--- src/rtl/fcall_pkg.sv ---
package fcall_pkg;
  typedef enum logic [1:0] {
    ST_IDLE,
    ST_PUSH_SEL,
    ST_PUSH_RET,
    ST_DESC_WAIT
  } call_st_e;
endpackage

--- src/rtl/fcall_ctrl.sv ---
module fcall_ctrl
  import fcall_pkg::*;
(
  input  logic     clk,
  input  logic     rst_n,
  input  logic     req_valid,
  input  logic     req_far,
  input  logic     dl_done,
  input  logic     dl_fault,
  output call_st_e st,
  output logic     accept,
  output logic     push_sel,
  output logic     push_ret,
  output logic     desc_wait,
  output logic     finish_ok,
  output logic     finish_bad
);
  call_st_e st_nx;
  logic     far_q;

  assign accept     = (st == ST_IDLE) && req_valid;
  assign push_sel   = (st == ST_PUSH_SEL);
  assign push_ret   = (st == ST_PUSH_RET);
  assign desc_wait  = (st == ST_DESC_WAIT);
  assign finish_ok  = (push_ret && !far_q) || (desc_wait && dl_done && !dl_fault);
  assign finish_bad = desc_wait && dl_done && dl_fault;

  always_comb begin
    st_nx = st;
    case (st)
      ST_IDLE:      if (req_valid) st_nx = req_far ? ST_PUSH_SEL : ST_PUSH_RET;
      ST_PUSH_SEL:  st_nx = ST_PUSH_RET;
      ST_PUSH_RET:  st_nx = far_q ? ST_DESC_WAIT : ST_IDLE;
      ST_DESC_WAIT: if (dl_done) st_nx = ST_IDLE;
      default:      st_nx = ST_IDLE;
    endcase
  end

  always_ff @(posedge clk) begin
    if (!rst_n) begin
      st    <= ST_IDLE;
      far_q <= 1'b0;
    end else begin
      st <= st_nx;
      if (accept) far_q <= req_far;
    end
  end
endmodule

--- src/rtl/fcall_regs.sv ---
module fcall_regs #(
  parameter int ADDR_W = 32,
  parameter int SEL_W  = 16,
  parameter logic [SEL_W-1:0]  CS_RST = 16'h0008,
  parameter logic [ADDR_W-1:0] IP_RST = 32'h0,
  parameter logic [ADDR_W-1:0] SP_RST = 32'h0009_0000
) (
  input  logic              clk,
  input  logic              rst_n,
  input  logic              accept,
  input  logic [ADDR_W-1:0] req_ret,
  input  logic [SEL_W-1:0]  req_sel,
  input  logic [ADDR_W-1:0] req_off,
  input  logic              push_sel,
  input  logic              push_ret,
  input  logic              desc_wait,
  input  logic              finish_ok,
  input  logic              finish_bad,
  output logic [SEL_W-1:0]  cs_q,
  output logic [ADDR_W-1:0] ip_q,
  output logic [ADDR_W-1:0] sp_q,
  output logic [SEL_W-1:0]  lat_sel,
  output logic [ADDR_W-1:0] wr_addr,
  output logic [ADDR_W-1:0] wr_data
);
  localparam int WORD_BYTES = ADDR_W / 8;
  localparam int PAD_W      = ADDR_W - SEL_W;

  logic [ADDR_W-1:0] lat_ret, lat_off, sp_save;

  function automatic logic [ADDR_W-1:0] step_down(input logic [ADDR_W-1:0] p);
    return p - ADDR_W'(WORD_BYTES);
  endfunction

  function automatic logic [ADDR_W-1:0] widen_sel(input logic [SEL_W-1:0] s);
    return {{PAD_W{1'b0}}, s};
  endfunction

  assign wr_addr = step_down(sp_q);
  assign wr_data = push_sel ? widen_sel(cs_q) : lat_ret;

  always_ff @(posedge clk) begin
    if (!rst_n) begin
      cs_q    <= CS_RST;
      ip_q    <= IP_RST;
      sp_q    <= SP_RST;
      sp_save <= SP_RST;
      lat_sel <= '0;
      lat_ret <= '0;
      lat_off <= '0;
    end else begin
      if (accept) begin
        lat_ret <= req_ret;
        lat_sel <= req_sel;
        lat_off <= req_off;
        sp_save <= sp_q;
      end
      if (push_sel || push_ret) sp_q <= wr_addr;
      if (finish_ok) begin
        ip_q <= lat_off;
        if (desc_wait) cs_q <= lat_sel;
      end
      if (finish_bad) sp_q <= sp_save;
    end
  end
endmodule

--- src/rtl/fcall_seq.sv ---
module fcall_seq #(
  parameter int ADDR_W = 32,
  parameter int SEL_W  = 16,
  parameter logic [SEL_W-1:0]  CS_RST = 16'h0008,
  parameter logic [ADDR_W-1:0] IP_RST = 32'h0,
  parameter logic [ADDR_W-1:0] SP_RST = 32'h0009_0000
) (
  input  logic              clk,
  input  logic              rst_n,
  input  logic              req_valid,
  input  logic              req_far,
  input  logic [ADDR_W-1:0] req_ret,
  input  logic [SEL_W-1:0]  req_sel,
  input  logic [ADDR_W-1:0] req_off,
  input  logic [SEL_W-1:0]  ss,
  output logic              mem_wr_en,
  output logic [SEL_W-1:0]  mem_wr_seg,
  output logic [ADDR_W-1:0] mem_wr_addr,
  output logic [ADDR_W-1:0] mem_wr_data,
  output logic              dl_req,
  output logic [SEL_W-1:0]  dl_sel,
  input  logic              dl_done,
  input  logic              dl_fault,
  output logic [SEL_W-1:0]  cs_out,
  output logic [ADDR_W-1:0] ip_out,
  output logic [ADDR_W-1:0] sp_out,
  output logic              busy,
  output logic              done,
  output logic              fault
);
  import fcall_pkg::*;

  call_st_e st;
  logic accept, push_sel, push_ret, desc_wait, finish_ok, finish_bad;
  logic done_q, fault_q;

  fcall_ctrl u_ctrl (
    .clk(clk), .rst_n(rst_n), .req_valid(req_valid), .req_far(req_far),
    .dl_done(dl_done), .dl_fault(dl_fault), .st(st), .accept(accept),
    .push_sel(push_sel), .push_ret(push_ret), .desc_wait(desc_wait),
    .finish_ok(finish_ok), .finish_bad(finish_bad)
  );

  fcall_regs #(
    .ADDR_W(ADDR_W), .SEL_W(SEL_W), .CS_RST(CS_RST), .IP_RST(IP_RST), .SP_RST(SP_RST)
  ) u_regs (
    .clk(clk), .rst_n(rst_n), .accept(accept), .req_ret(req_ret), .req_sel(req_sel),
    .req_off(req_off), .push_sel(push_sel), .push_ret(push_ret), .desc_wait(desc_wait),
    .finish_ok(finish_ok), .finish_bad(finish_bad), .cs_q(cs_out), .ip_q(ip_out),
    .sp_q(sp_out), .lat_sel(dl_sel), .wr_addr(mem_wr_addr), .wr_data(mem_wr_data)
  );

  always_ff @(posedge clk) begin
    if (!rst_n) begin
      done_q  <= 1'b0;
      fault_q <= 1'b0;
    end else begin
      done_q  <= finish_ok;
      fault_q <= finish_bad;
    end
  end

  assign mem_wr_en  = push_sel || push_ret;
  assign mem_wr_seg = ss;
  assign dl_req     = desc_wait;
  assign busy       = (st != ST_IDLE);
  assign done       = done_q;
  assign fault      = fault_q;
endmodule

--- config.mk ---
export PLATFORM = sky130hd
export DESIGN_NAME = fcall_seq
export DESIGN_NICKNAME = d
export VERILOG_FILES = /design/src/rtl/fcall_pkg.sv /design/src/rtl/fcall_ctrl.sv /design/src/rtl/fcall_regs.sv /design/src/rtl/fcall_seq.sv
export SDC_FILE = /design/constraint.sdc
export NUM_CORES = 1
export LEC_CHECK = 0
export BUFFER_PORTS_ARGS = -buffer_cell sky130_fd_sc_hd__buf_2
export CAP_MARGIN = 20
export CORE_MARGIN = 2
export CORE_UTILIZATION = 53
export CTS_BUF_LIST = sky130_fd_sc_hd__clkbuf_4
export DETAILED_ROUTE_END_ITERATION = 10
export PLACE_DENSITY = 0.83
export RECOVER_POWER = 50
export SYNTH_ARGS = -nofsm -noshare
export SYNTH_HDL_FRONTEND = slang
export SYNTH_SLANG_ARGS = --single-unit
export TNS_END_PERCENT = 1
--- constraint.sdc ---
create_clock -name clk -period 2.35 [get_ports clk]
set_input_delay 0.1175 -clock clk [delete_from_list [all_inputs] [get_ports clk]]
set_output_delay 0.1175 -clock clk [all_outputs]
set_load 0.03 [all_outputs]
==> impl_results.md <==
* Via count at 9028
* All-Layer GR Usage at 30.5%
* CP max stage delay at 0.57 ns
* Failing checks: negative setup slack
* Row cnt at 46
* Final Core Density at 71.5%
* Slew Viols, Final at 0
* Fillers at 1254
* Synth Flop Type: dfxtp_1
* CTS Buffer Depth at 2
* Clock tree root buffer cell: clkbuf_4
* Sequential share of the synthesized area at 45.7%
* Unrepaired setup endpoints after global routing: true
* Net Switching at 6230 uW
* Sw frac at 47.4%
* Total CTS buffers at 17
* CTS tree: built
* Combinational share of power at 55.2%
* Fin cells at 1632
* Netlist cell types at 56
* Die area at 0.0173 mm^2
* Number of DRC markers in iteration 0 at 674
* Hpwl dp at 16.5 mm
* Die Width at 132 um
* First-pass GRT wire length at 43.2 mm
* Worst-Margin Slew at 0.830 ns
* EDFF count, synth at 0
* Buf+Inv Stages, Crit Path at 1
* Final period util at 111%
* Yosys warnings at 0
* GPL Wtd Cong at 0.881
* CP arrival at 2.50 ns
* Post-layout minimum cycle time at 2.61 ns
* Standby leakage power at 0.00450 uW
* Crit-path max FO at 5
* Post-Layout Inst Area at 0.0114 mm^2
* Net count after synthesis at 1215
* Critical path capture point type: primary output
* Worst path slowest cell: or4_4
* Total iterations of the first detailed-routing run at 5
* Multi-input logic area at 0.00432 mm^2
* Final nets at 1509
* Startpoint types: flip-flop
* Core ar. at 0.0159 mm^2
* Clock Sinks at 197
* PwrDens at 1160 mW/mm^2
* Delay-heaviest family, CP: simple AND/OR/NAND/NOR gates
* Grt total ovfl at 0
* Die Y at 132 um
* Avg Vias per Cell at 5.53
* Register area at 0.00396 mm^2
* Clock share of power at 13.6%
* CP required at 2.23 ns
* Ports at 283
* Final Hold Vio Count at 0
* Async S/R FF share, synth at 0%
* Final Total Pwr at 13200 uW
* Largest net degree at the start of global routing at 94
* Syn Inst Count at 1107
* Cell Chain, Critical Path: or4_4, nor4b_4, nand3_1, xnor2_1, buf_4
* Worst min-delay path class: in -> reg
* Maximum clock frequency at 383 MHz
* Area grow syn2layout at 31.6%
* Post-Place Cell Area at 0.0101 mm^2
* Layout cells sized above 1 at 21.2%
* Final setup violation count at 19
* Starting density of the core at 54.3%
* I/O Buffers at 250
* Flop pwr share at 31.2%
* Final wirelength at 27.4 mm
* Vias in the first global route at 8483
* Htree depth at 4
* Mapped Area at 0.00863 mm^2
* CP Class: reg -> out
* Worst clock skew at 0.0208 ns
* Slew margin rel. at 44.4%
* Initial antenna violation count at 3
* Max capacitance violation total at 0
* Slack of the critical path at -0.263 ns
* Worst vdd ir at 1710 uV
* WL/cell at 16.8 um
* Post-Place Cells at 1500
* Fin Setup TNS at -1.76 ns
* Antenna-violating nets left at 0
* Clock-pin slew on the worst setup and hold paths at 0.16 ns
* Pint at 6930 uW
* Worst-Skew Late Latency at 0.61 ns
* Outcome: finished, violations left
* #FFs+latches synth at 197
* Residual DRC at 0
* Syn Area/Cell at 7.80 um^2
==> Yosys cell counts (all sizes together), types with 2 or more instances <==
library cell,number,area [um^2]
and3,2,12.5
a211o,3,26.3
or4,8,63.8
nand3,32,160
o31ai,7,52.6
inv,10,37.5
nor4b,2,32.5
buf,38,243
o21ai,24,120
ha,6,75.1
and4,2,17.5
o41ai,2,17.5
xnor2,14,123
a211oi,7,52.6
nor2b,18,113
or2,3,18.8
nand4,8,50.1
o311a,2,20.0
nor3,24,130
a311oi,2,17.5
nand4b,6,58.8
nor2,24,90.1
nand2,335,1260
mux2,17,191
xor2,22,193
nor4,14,145
dfxtp,197,3940
clkbuf,75,282
nand2b,2,12.5
or3,7,43.8
a21oi,169,846
a31oi,11,68.8
==> layer usage <==
metal	part of all wire (%)	track usage, %	wire [um]	vias to the layer above
li1	-	-	-	4296
met1	40	36.8	10900	4204
met2	49	51.3	13400	436
met3	7.0	5.59	1930	92
met4	4.3	16.7	1170	0
met5	0	0	0	-
==> worst min-delay path: cells and delay by family <==
family / cells / cell delay (ns)
AOI/OAI and AO/OA: 1 / 0.17
and+or+nand+nor: 1 / 0.08
muxes: 1 / 0.13
buffers and inverters: 1 / 0.12
==> logic make-up after synthesis <==
| family | count (synthesis) | synth area share, % |
|---|---|---|
| xor+xnor | 36 | 3.65 |
| fa+ha+maj | 6 | 0.870 |
| simple gates | 492 | 26.0 |
| mux | 18 | 2.33 |
| flops | 197 | 45.7 |
| compound gates | 235 | 14.9 |
| buf+inv | 123 | 6.51 |
==> flip-flops by register name, indices dropped and copies added, names as in the netlist <==
signal	cells
done	1
fault	1
u_ctrl.far_q	1
u_ctrl.st	2
u_regs.cs_q	16
u_regs.ip_q	32
u_regs.lat_off	32
u_regs.lat_ret	32
u_regs.lat_sel	16
u_regs.sp_q	32
u_regs.sp_save	32
==> cell type report <==
type	count	share of cell area (%)
well taps	216	2.38
flip-flops and latches	197	34.8
multi-input cells	787	38.0
clock inverters	14	1.26
diodes	3	0.0661
inverters	10	0.352
repair buffers	388	22.0
clock buffers	17	1.12
==> path summary, 6_finish.rpt <==
path	start	to	slack (ns)	cells after the start
worst max-delay path	u_regs.sp_q[7]	mem_wr_addr[21]	-0.26	5
worst min-delay path	req_valid	u_ctrl.st[1]	0.04	4
worst max register to register	u_ctrl.st[0]	u_regs.lat_sel[13]	-0.17	7
worst min register to register	u_regs.ip_q[8]	u_regs.ip_q[8]	0.46	2
==> cells in the final DEF, fill, tap and decap left out, types with 6 or more instances in the layout <==
master and count:
o21ai_0 22, buf_6 6, nand2_1 333, a211oi_1 7, a21oi_1 169, nand4_1 8
buf_4 58, or3_1 7, a31oi_1 11, nand3_1 32, o31ai_1 6, nor2b_1 18
inv_1 7, buf_2 131, clkbuf_1 100, nor3_2 7, nor3_1 13, nor2_1 22
clkbuf_4 17, dfxtp_1 192, nor4_1 6, xor2_1 20, mux2_2 17, xnor2_1 12
dlygate4sd3_1 85
==> repair_timing <==
item,4_1_cts,5_1_grt
pin swaps,13,6
endpoints found under the setup margin,22,37
resized for setup,49,17
hold buffers,85,0
hold endpoints to repair,93,0
cloned,0,0
buffers inserted,10,3
==> power groups by stage <==
stage | logic (uW) | clock network, uW | registers, uW
after floorplan | 4190 | 0 | 4410
after global placement | 6210 | 0 | 4120
after detailed placement | 6290 | 0 | 4140
after CTS | 7090 | 1830 | 4070
after global routing | 7710 | 1960 | 4150
final | 7270 | 1790 | 4100
==> metrics by stage <==
| step | worst slack [ns] | hold WS, ns |
|---|---|---|
| floorplan | -0.109 | 0.253 |
| global placement | 0.202 | 0.235 |
| detailed placement | 0.106 | 0.235 |
| CTS | -0.297 | 0.0186 |
| global route | -0.344 | 0.0140 |
| finish | -0.263 | 0.0430 |
Power figures use the tool's default switching activity.
